## config.mk

```make
export PLATFORM = sky130hd
export DESIGN_NAME = dr_sbox_round
export DESIGN_NICKNAME = d
export VERILOG_FILES = /design/src/rtl/drp_pkg.sv /design/src/rtl/drp_rst_sync.sv /design/src/rtl/drp_lfsr.sv /design/src/rtl/drp_xor.sv /design/src/rtl/drp_sbox.sv /design/src/rtl/drp_reg.sv /design/src/rtl/dr_sbox_round.sv
export SDC_FILE = /design/constraint.sdc
export NUM_CORES = 1
export LEC_CHECK = 0
export BUFFER_PORTS_ARGS = -buffer_cell sky130_fd_sc_hd__buf_2
export CAP_MARGIN = 20
export CORE_MARGIN = 2
export CORE_UTILIZATION = 46
export CTS_BUF_LIST = sky130_fd_sc_hd__clkbuf_4
export DETAILED_ROUTE_END_ITERATION = 10
export GPL_TIMING_DRIVEN = 0
export PLACE_DENSITY = 0.67
export SYNTH_ARGS = -nofsm -noshare
export SYNTH_HDL_FRONTEND = slang
export SYNTH_SLANG_ARGS = --single-unit
```

## constraint.sdc

```tcl
create_clock -name clk -period 25 [get_ports clk]
set_input_delay 2.5 -clock clk [delete_from_list [all_inputs] [get_ports clk]]
set_output_delay 2.5 -clock clk [all_outputs]
set_load 0.05 [all_outputs]
```

## src/rtl/drp_pkg.sv

```systemverilog
package drp_pkg;

  localparam int BYTE_W = 8;
  localparam logic [BYTE_W-1:0] AFF_C = 8'h63;
  localparam logic [BYTE_W-1:0] RED_P = 8'h1B;

  // GF(2^8) multiply, shift-and-add with reduction
  function automatic logic [BYTE_W-1:0] gf_mul(input logic [BYTE_W-1:0] a,
                                               input logic [BYTE_W-1:0] b);
    logic [BYTE_W-1:0] acc;
    logic [BYTE_W-1:0] sh;
    acc = '0;
    sh  = a;
    for (int i = 0; i < BYTE_W; i++) begin
      if (b[i]) acc = acc ^ sh;
      sh = {sh[BYTE_W-2:0], 1'b0} ^ (sh[BYTE_W-1] ? RED_P : '0);
    end
    return acc;
  endfunction

  // Inverse as x^254 (0 maps to 0)
  function automatic logic [BYTE_W-1:0] gf_inv(input logic [BYTE_W-1:0] x);
    logic [BYTE_W-1:0] r;
    logic [BYTE_W-1:0] p;
    r = 8'h01;
    p = x;
    for (int i = 1; i < BYTE_W; i++) begin
      p = gf_mul(p, p);
      r = gf_mul(r, p);
    end
    return r;
  endfunction

  function automatic logic [BYTE_W-1:0] affine(input logic [BYTE_W-1:0] x);
    logic [BYTE_W-1:0] b;
    for (int i = 0; i < BYTE_W; i++) begin
      b[i] = x[i] ^ x[3'(i + 4)] ^ x[3'(i + 5)] ^ x[3'(i + 6)] ^ x[3'(i + 7)]
             ^ AFF_C[i];
    end
    return b;
  endfunction

  function automatic logic [BYTE_W-1:0] sbox_byte(input logic [BYTE_W-1:0] x);
    return affine(gf_inv(x));
  endfunction

endpackage

```

## src/rtl/drp_rst_sync.sv

```systemverilog
module drp_rst_sync #(
  parameter int STAGES = 2
) (
  input  logic clk,
  input  logic rst_n,
  output logic rst_sn
);
  logic [STAGES-1:0] sh_q;
  logic [STAGES-1:0] sh_d;

  always_comb sh_d = {sh_q[STAGES-2:0], 1'b1};

  always_ff @(posedge clk or negedge rst_n) begin
    if (!rst_n) sh_q <= '0;
    else        sh_q <= sh_d;
  end

  assign rst_sn = sh_q[STAGES-1];
endmodule

```

## src/rtl/drp_lfsr.sv

```systemverilog
module drp_lfsr #(
  parameter int              W    = 8,
  parameter logic [W-1:0]    SEED = 8'h01,
  parameter logic [W-1:0]    TAPS = 8'hB8
) (
  input  logic         clk,
  input  logic         rst_n,
  input  logic         en,
  output logic [W-1:0] q
);
  logic [W-1:0] q_r;
  logic [W-1:0] q_nx;
  logic         fb;

  always_comb begin
    fb   = ^(q_r & TAPS);
    q_nx = en ? {q_r[W-2:0], fb} : q_r;
  end

  always_ff @(posedge clk or negedge rst_n) begin
    if (!rst_n) q_r <= SEED;
    else        q_r <= q_nx;
  end

  assign q = q_r;

  // a maximal-length sequence never enters the all-zero state
  p_nonzero_r2: assert property (@(posedge clk) disable iff (!rst_n)
    q_r != '0);
  // an enabled step always moves to a different state
  p_step_r2: assert property (@(posedge clk) disable iff (!rst_n)
    en |=> (q_r != $past(q_r)));
endmodule

```

## src/rtl/drp_xor.sv

```systemverilog
module drp_xor #(
  parameter int W = 8
) (
  input  logic         pchg,
  input  logic         evw,
  input  logic [W-1:0] a_t,
  input  logic [W-1:0] a_f,
  input  logic [W-1:0] b_t,
  input  logic [W-1:0] b_f,
  output logic [W-1:0] y_t,
  output logic [W-1:0] y_f
);
  // one dual-rail gate per bit: four data inputs plus the two phase inputs
  for (genvar i = 0; i < W; i++) begin : g_bit
    logic win;
    logic ready;
    logic val;
    always_comb begin
      win    = evw & ~pchg;
      ready  = (a_t[i] ^ a_f[i]) & (b_t[i] ^ b_f[i]);
      val    = a_t[i] ^ b_t[i];
      y_t[i] = win & ready & val;
      y_f[i] = win & ready & ~val;
    end
  end
endmodule

```

## src/rtl/drp_sbox.sv

```systemverilog
module drp_sbox
  import drp_pkg::*;
(
  input  logic              pchg,
  input  logic              evw,
  input  logic [BYTE_W-1:0] in_t,
  input  logic [BYTE_W-1:0] in_f,
  output logic [BYTE_W-1:0] out_t,
  output logic [BYTE_W-1:0] out_f
);
  logic win;
  logic all_ok;

  // evaluate only once every input pair is valid and the window is open
  always_comb begin
    win    = evw & ~pchg;
    all_ok = win & (&(in_t ^ in_f));
  end

  // core 0 works from the true rail, core 1 from the false rail
  for (genvar c = 0; c < 2; c++) begin : g_core
    logic [BYTE_W-1:0] src;
    logic [BYTE_W-1:0] res;
    if (c == 0) begin : g_src_t
      assign src = in_t;
    end else begin : g_src_f
      assign src = ~in_f;
    end
    always_comb res = sbox_byte(src);
    if (c == 0) begin : g_out_t
      assign out_t = all_ok ? res : '0;
    end else begin : g_out_f
      assign out_f = all_ok ? ~res : '0;
    end
  end
endmodule

```

## src/rtl/drp_reg.sv

```systemverilog
module drp_reg #(
  parameter int           W     = 8,
  parameter logic [W-1:0] RST_T = '0
) (
  input  logic         clk,
  input  logic         rst_n,
  input  logic         en,
  input  logic [W-1:0] d_t,
  input  logic [W-1:0] d_f,
  output logic [W-1:0] q_t,
  output logic [W-1:0] q_f
);
  logic [W-1:0] t_r, f_r, t_nx, f_nx;

  always_comb begin
    t_nx = en ? d_t : t_r;
    f_nx = en ? d_f : f_r;
  end

  always_ff @(posedge clk or negedge rst_n) begin
    if (!rst_n) begin
      t_r <= RST_T;
      f_r <= ~RST_T;
    end else begin
      t_r <= t_nx;
      f_r <= f_nx;
    end
  end

  assign q_t = t_r;
  assign q_f = f_r;

  // the two rail registers always hold complementary valid data
  p_compl_r6: assert property (@(posedge clk) disable iff (!rst_n)
    q_t == ~q_f);
  // no capture without enable
  p_hold_r5: assert property (@(posedge clk) disable iff (!rst_n)
    !en |=> ($stable(q_t) && $stable(q_f)));
endmodule

```

## src/rtl/dr_sbox_round.sv

```systemverilog
module dr_sbox_round
  import drp_pkg::*;
#(
  parameter logic [BYTE_W-1:0] PT_SEED = 8'h01,
  parameter logic [BYTE_W-1:0] PT_TAPS = 8'hB8,
  parameter int                SYNC_N  = 2
) (
  input  logic              clk,
  input  logic              rst_n,
  input  logic              pchg_i,
  input  logic              evw_i,
  input  logic [BYTE_W-1:0] key_i,
  output logic [BYTE_W-1:0] pt_o,
  output logic [BYTE_W-1:0] ev_t_o,
  output logic [BYTE_W-1:0] ev_f_o,
  output logic [BYTE_W-1:0] ct_t_o,
  output logic [BYTE_W-1:0] ct_f_o
);
  logic              rst_sn;
  logic              cap_en;
  logic [BYTE_W-1:0] pt;
  logic [BYTE_W-1:0] mx_t, mx_f;
  logic [BYTE_W-1:0] sb_t, sb_f;

  drp_rst_sync #(.STAGES(SYNC_N)) u_rst (
    .clk(clk), .rst_n(rst_n), .rst_sn(rst_sn)
  );

  // capture enable shared by every register on both rails
  always_comb cap_en = evw_i & ~pchg_i;

  drp_lfsr #(.W(BYTE_W), .SEED(PT_SEED), .TAPS(PT_TAPS)) u_src (
    .clk(clk), .rst_n(rst_sn), .en(cap_en), .q(pt)
  );

  drp_xor #(.W(BYTE_W)) u_mix (
    .pchg(pchg_i), .evw(evw_i),
    .a_t(pt), .a_f(~pt), .b_t(key_i), .b_f(~key_i),
    .y_t(mx_t), .y_f(mx_f)
  );

  drp_sbox u_sub (
    .pchg(pchg_i), .evw(evw_i),
    .in_t(mx_t), .in_f(mx_f),
    .out_t(sb_t), .out_f(sb_f)
  );

  drp_reg #(.W(BYTE_W), .RST_T('0)) u_out (
    .clk(clk), .rst_n(rst_sn), .en(cap_en),
    .d_t(sb_t), .d_f(sb_f), .q_t(ct_t_o), .q_f(ct_f_o)
  );

  assign pt_o   = pt;
  assign ev_t_o = sb_t;
  assign ev_f_o = sb_f;

  // closed window leaves both rails precharged
  p_closed_zero_r1: assert property (@(posedge clk) disable iff (!rst_sn)
    (!evw_i || pchg_i) |-> (sb_t == '0 && sb_f == '0));
  // open window gives a complementary valid pair
  p_open_compl_r3: assert property (@(posedge clk) disable iff (!rst_sn)
    (evw_i && !pchg_i) |-> (sb_t == ~sb_f));
  // closed window at an edge leaves the plaintext unchanged
  p_pt_hold_r5: assert property (@(posedge clk) disable iff (!rst_sn)
    (!evw_i || pchg_i) |=> $stable(pt));
endmodule

```

==> metrics.txt, run 1 <==
most frequent CP cell=xnor2_1; DR vias/cell=5.98; register area share after synthesis=0.0185; Slowest-stage cell, CP=xnor2_1; WP buf/inv=14; final net count=4102; RSZ-0062 raised after global routing=false; Final period util=0.950; Starting Density=0.466; worst-margin pin slew=1150 ps; async set-reset flop share out of synthesis=1.00; Util after Layout=0.491; HP Class=reg -> async; CTS Sinks=21; vias in the first global route=26900; CP Capture Type=primary output; clock slew at reported path FFs=110 ps; final hold vios=0; antenna violation net count after detailed routing=0; DRC=0; crit-path max FO=10; worst-skew pair later-pin latency=300 ps; run status=finished, final reports clean; CTS tree=built; CTS buffer count=3; Max clock buf depth=2; Critical Path Source Type=input port; initial antenna violation count=0; Top Ports=52; Distinct cells, synth=119; Final Setup Violations=0; Layout area overhead=5.23%; Port Buffers=46; WS Path Type=in -> out; setup TNS after final layout=0 ps; Reg-to-Reg End=u_out.q_f[4]$_DFFE_PN1P_; Routability Congestion=0.949; setup bufs post-CTS=0; total of max-cap violations=0; DPL Wire Length=70900 µm; Clock Skew=1.03 ps; Routed WL=92300 µm; share of cells above drive strength 1=0.104; H-tree lvl count=1; Initial DRC Count=3003; Synth Warn #=0; Critical Path AT=21260 ps; r2r startpoint=u_src.q[4]$_DFFE_PN0P_; f_max=42.1 MHz; WP data required=22500 ps; clk root buf=clkbuf_4; Vias=29400; Syn Area/Cell=7.17 µm²; CP delay by family, top=XOR/XNOR gates; drt pass-1 iters=6; Total GRT Usage=0.278; fillers=6239; crit-path max cell delay=700 ps; Die W=254 µm; core area=61800 µm²; final slew viol count=0; global-route wire length before repair=148000 µm; FP Rows=91; wire length per cell=18.8 µm; largest net degree at the start of global routing=20; Synth Instances=4020; Yosys reg bits=21; Die Y=254 µm; Die Area=64700 µm²; grt ovf=0; EDFF count, synth=0; Main synth FF type=dfrtp_1; Slew Limit Headroom=0.230; Period minus WS final=23760 ps; antenna diode count=0; flop2flop setup slack=5900 ps; Cell Area, Synth=28800 µm²; R2R cell count=69
[kinds of logic (layout without fill, tap and decap cells)]
logic type | after synthesis | after routing | synth area share
other | 2 | 6 | 0.000261
DFF | 21 | 21 | 0.0185
and+or+nand+nor | 1479 | 1479 | 0.224
xor gates and xnor gates | 1160 | 1160 | 0.444
adders and majority gates | 12 | 12 | 0.00521
muxes | 125 | 125 | 0.0449
AOI/OAI and AO/OA | 896 | 896 | 0.204
buffers and inverters | 325 | 378 | 0.0588
[routing by layer]
metal	vias up	global-route usage	wire, µm
li1	14000	-	-
met3	166	0.0158	7680
met4	0	0.0639	1990
met2	1430	0.452	41800
met1	13700	0.401	40900
met5	-	0	0
[cells in the mapped netlist (22+ instances only)]
master    number  area share
a31oi_1       35      0.0076
inv_1         31      0.0040
nand3_1       97       0.017
buf_2         46      0.0080
nand4_1       29      0.0063
buf_4         43       0.011
xnor2_2       63       0.036
and2_1        27      0.0059
or3_1         29      0.0063
a211oi_1      49       0.013
a21oi_1      217       0.038
mux2_2        22      0.0086
buf_6         30       0.012
o21ai_1       23      0.0040
xor2_1       185       0.056
o211ai_1      37      0.0096
a22oi_1       34      0.0089
xnor2_1      758        0.23
a21o_1        25      0.0065
o21ai_0      191       0.033
nor2_1       663       0.086
o22ai_1       64       0.014
mux2i_1      100       0.035
clkbuf_1     139       0.018
xnor3_2       23       0.019
nor3_1        94       0.016
nand2_1      409       0.053
xnor3_1       75       0.059
[registers in the layout, summed over array words and instances (netlist names)]
| register | flops |
|---|---|
| u_out.q_f | 6 |
| u_src.q | 8 |
| u_out.q_t | 5 |
| u_rst.sh_q | 2 |
[cell type report]
type	count	area (µm²)	share of cell area
plain buffers	276	1510	0.0499
multi-input cells	3678	26800	0.883
well taps	837	1050	0.0345
repair buffers	49	253	0.00833
flip-flops and latches	21	534	0.0176
clock buffers	4	30.0	0.000990
inverters	49	184	0.00606
[worst reg2reg max path: cells and delay by family, from the launching register on]
family | cells | cell delay [ps]
compound gates | 12 | 2780
flops | 1 | 410
buf+inv | 15 | 3370
xor+xnor | 18 | 6180
fa+ha+maj | 3 | 1270
mux | 3 | 830
simple gates | 18 | 4210
[placed cells by master (no fill, tap or decap), types with 18 or more instances in the layout]
master / synthesis / final
xnor2_1: 758 / 747
nor2_1: 663 / 662
nand2_1: 409 / 409
a21oi_1: 217 / 217
o21ai_0: 191 / 191
xor2_1: 185 / 184
clkbuf_1: 139 / 136
mux2i_1: 100 / 100
nand3_1: 97 / 97
nor3_1: 94 / 93
buf_2: 46 / 92
xnor3_1: 75 / 75
xnor2_2: 63 / 70
o22ai_1: 64 / 64
a211oi_1: 49 / 49
buf_4: 43 / 46
o211ai_1: 37 / 37
a31oi_1: 35 / 35
a22oi_1: 34 / 34
inv_1: 31 / 31
buf_6: 30 / 30
nand4_1: 29 / 29
or3_1: 29 / 29
and2_1: 27 / 27
a21o_1: 25 / 25
xnor2_4: 21 / 25
xnor3_2: 23 / 23
o21ai_1: 23 / 23
mux2_2: 22 / 22
nand2b_1: 20 / 20
xor2_2: 19 / 19
o31ai_1: 18 / 18
[how the worst max path moves through the flow]
stage	slack [ps]	startpoint	end	cells after the start
after floorplan	4100	key_i[6]	ev_f_o[4]	67
after global placement	-430	key_i[4]	ev_t_o[4]	69
after detailed placement	320	key_i[4]	ev_t_o[4]	71
after CTS	180	key_i[4]	ev_t_o[4]	71
after global routing	20	key_i[7]	ev_t_o[4]	72
final	1240	key_i[4]	ev_t_o[4]	71
[what timing repair did]
action / in CTS / in global routing
endpoints found under the setup margin: 0 / 8
hold endpoints to repair: 0 / 0
gates resized for setup: 0 / 26
hold buffers: 0 / 0
[stage by stage]
step,std cells,instance area (µm²),worst slack [ps],hold slack (ps)
floorplan,4024,28800,4100,235
global placement,4907,30100,-433,333
detailed placement,4908,30100,322,335
CTS,4912,30200,185,353
global route,4914,30300,21.2,373
finish,4914,30300,1240,327
Power of run 1 is left out: the tool's default activity adds up to more than one toggle a clock period on the data nets, which glitch-free logic cannot reach.
==> run 2: changes to the inputs <==
- ABC_AREA: not set -> 1
==> metrics.txt, run 2 <==
largest net degree at the start of global routing=20; Final period util=0.831; Clock Skew=3.37 ps; Main synth FF type=dfrtp_1; Critical Path AT=18260 ps; Resized Gates After CTS=0; crit-path max FO=10; synth top area cells=nand2_1 (36%), nand3_1 (16%), inv_1 (7.5%); WP buf/inv=25; wire length per cell=13.7 µm; FP Rows=100; footprint of the multi-input gates=29600 µm²; Critical Path Source Type=input port; fillers=8311; total of max-cap violations=0; DPL Wire Length=90500 µm; most frequent CP cell=nand2_1; DRC=0; final net count=7273; Die Y=278 µm; Synth Instances=7194; cell taking the most area after synthesis=nand2_1; worst-margin pin slew=792 ps; setup bufs post-CTS=0; WS Path Type=in -> out; clock slew at reported path FFs=120 ps; EDFF count, synth=0; final hold vios=0; Routability Congestion=0.962; Max clock buf depth=2; Period minus WS final=20760 ps; grt ovf=0; Top Ports=52; Port Buffers=46; crit-path max cell delay=490 ps; Starting Density=0.463; Cell Area, Synth=34400 µm²; Largest register FFs=8; DR vias/cell=5.30; Synth Warn #=0; most common cell after layout, fill and taps aside=nand2_1; global-route wire length before repair=186000 µm; CTS buffer count=3; Slowest-stage cell, CP=buf_1; Distinct cells, synth=56; CTS Sinks=21; Die W=278 µm; Initial DRC Count=4342; Die Area=77000 µm²; Yosys reg bits=21; final slew viol count=0; core area=74300 µm²; CP Capture Type=primary output; run status=finished, final reports clean; Slew Limit Headroom=0.472; share of the synthesized area in the top cell type=0.362; worst-skew pair later-pin latency=310 ps; CTS tree=built; RSZ-0062 raised after global routing=false; async set-reset flop share out of synthesis=1.00; antenna violation net count after detailed routing=0; H-tree lvl count=1; Final Setup Violations=0; share of cells above drive strength 1=0.100; Syn Area/Cell=4.79 µm²; CP delay by family, top=simple AND/OR/NAND/NOR gates; antenna diode count=0; HP Class=reg -> async; Vias=43600; Total GRT Usage=0.281; setup TNS after final layout=0 ps; initial antenna violation count=1; top cells by count, synth=nand2_1 (3322), nand3_1 (1107), inv_1 (687); register area share after synthesis=0.0155; vias in the first global route=38000; Routed WL=112000 µm; f_max=48.2 MHz; most frequent cells in the layout=nand2_1 (3322), nand3_1 (1107), inv_1 (687); Seq. cell area=534 µm²; cts hold-fix bufs=0; drt pass-1 iters=9; Layout area overhead=4.32%; top-count cell post-synth=nand2_1; WP data required=22500 ps; clk root buf=clkbuf_4
==> run 2: changes by cell type in the layout (fill, tap and decap cells not counted), moves of 94 or more <==
| cell | delta |
|---|---|
| xnor2_1 | -605 |
| inv_2 | +140 |
| clkbuf_1 | -122 |
| o21ai_0 | -133 |
| a21oi_1 | -194 |
| mux2i_1 | -100 |
| nand3b_1 | +94 |
| nand2_1 | +2913 |
| nor2_1 | -171 |
| nand3_1 | +1010 |
| xor2_1 | +100 |
| nand2_2 | +211 |
| inv_1 | +656 |
==> run 2: worst reg2reg max path, delay by kind of cell, from the launching register on <==
kind / cells / cell delay (ps)
AOI/OAI and AO/OA: 1 / 160
xor gates and xnor gates: 12 / 2830
adders and majority gates: 5 / 1600
buffers and inverters: 22 / 4240
DFF: 1 / 470
and+or+nand+nor: 61 / 6640
==> run 2: routing by layer <==
layer  GRT usage  up-vias  wire length (µm)  part of all wire
li1            -    22500                 -                 -
met1       0.385    19100             50300              0.45
met2       0.472     1749             49900              0.44
met3      0.0181      220              9010             0.080
met4      0.0807        0              3200             0.028
met5           0        -                 0                 0
==> run 2: cells by family after synthesis <==
| logic type | count (synthesis) | share of synthesized area |
|---|---|---|
| adder cells (fa/ha/maj) | 12 | 0.00436 |
| other | 2 | 0.000218 |
| AND/OR/NAND/NOR | 5473 | 0.692 |
| AO/OA/AOI/OAI | 200 | 0.0333 |
| buffers and inverters | 1021 | 0.125 |
| XOR/XNOR | 465 | 0.129 |
| flip-flops | 21 | 0.0155 |
==> run 2: final cells by class <==
cell class / instances / share of cell area
plain buffers: 172 / 0.0311
clock buffers: 4 / 0.000836
inverters: 849 / 0.0892
multi-input cells: 6156 / 0.824
flip-flops and latches: 21 / 0.0149
well taps: 969 / 0.0338
repair buffers: 46 / 0.00641
==> run 2: final timing paths <==
check	from	cells after the start	slack, ps	to
worst max-delay path	key_i[3]	103	4240	ev_t_o[4]
worst min-delay path	u_rst.sh_q[1]$_DFF_PN0_	0	340	u_out.q_t[3]$_DFFE_PN0P_
worst max register to register	u_src.q[3]$_DFFE_PN0P_	101	9030	u_out.q_t[4]$_DFFE_PN0P_
worst min register to register	u_rst.sh_q[1]$_DFF_PN0_	0	340	u_out.q_t[3]$_DFFE_PN0P_
max in group asynchronous	rst_n	1	22960	u_rst.sh_q[0]$_DFF_PN0_
min in group clk	u_rst.sh_q[0]$_DFF_PN0_	0	360	u_rst.sh_q[1]$_DFF_PN0_
==> run 2: stage by stage <==
stage | worst slack [ps] | hold slack [ps] | utilization | instance area [µm²] | cells
6_report | 4240 | 337 | 0.483 | 35900 | 8217
3_3_place_gp | 4600 | 336 | 0.483 | 35900 | 8213
5_1_grt | 2910 | 376 | 0.483 | 35900 | 8217
3_5_place_dp | 4480 | 335 | 0.483 | 35900 | 8213
2_1_floorplan | 8060 | 235 | - | 34400 | 7198
4_1_cts | 4440 | 343 | 0.483 | 35900 | 8217
Power of run 2 is left out for the same reason.
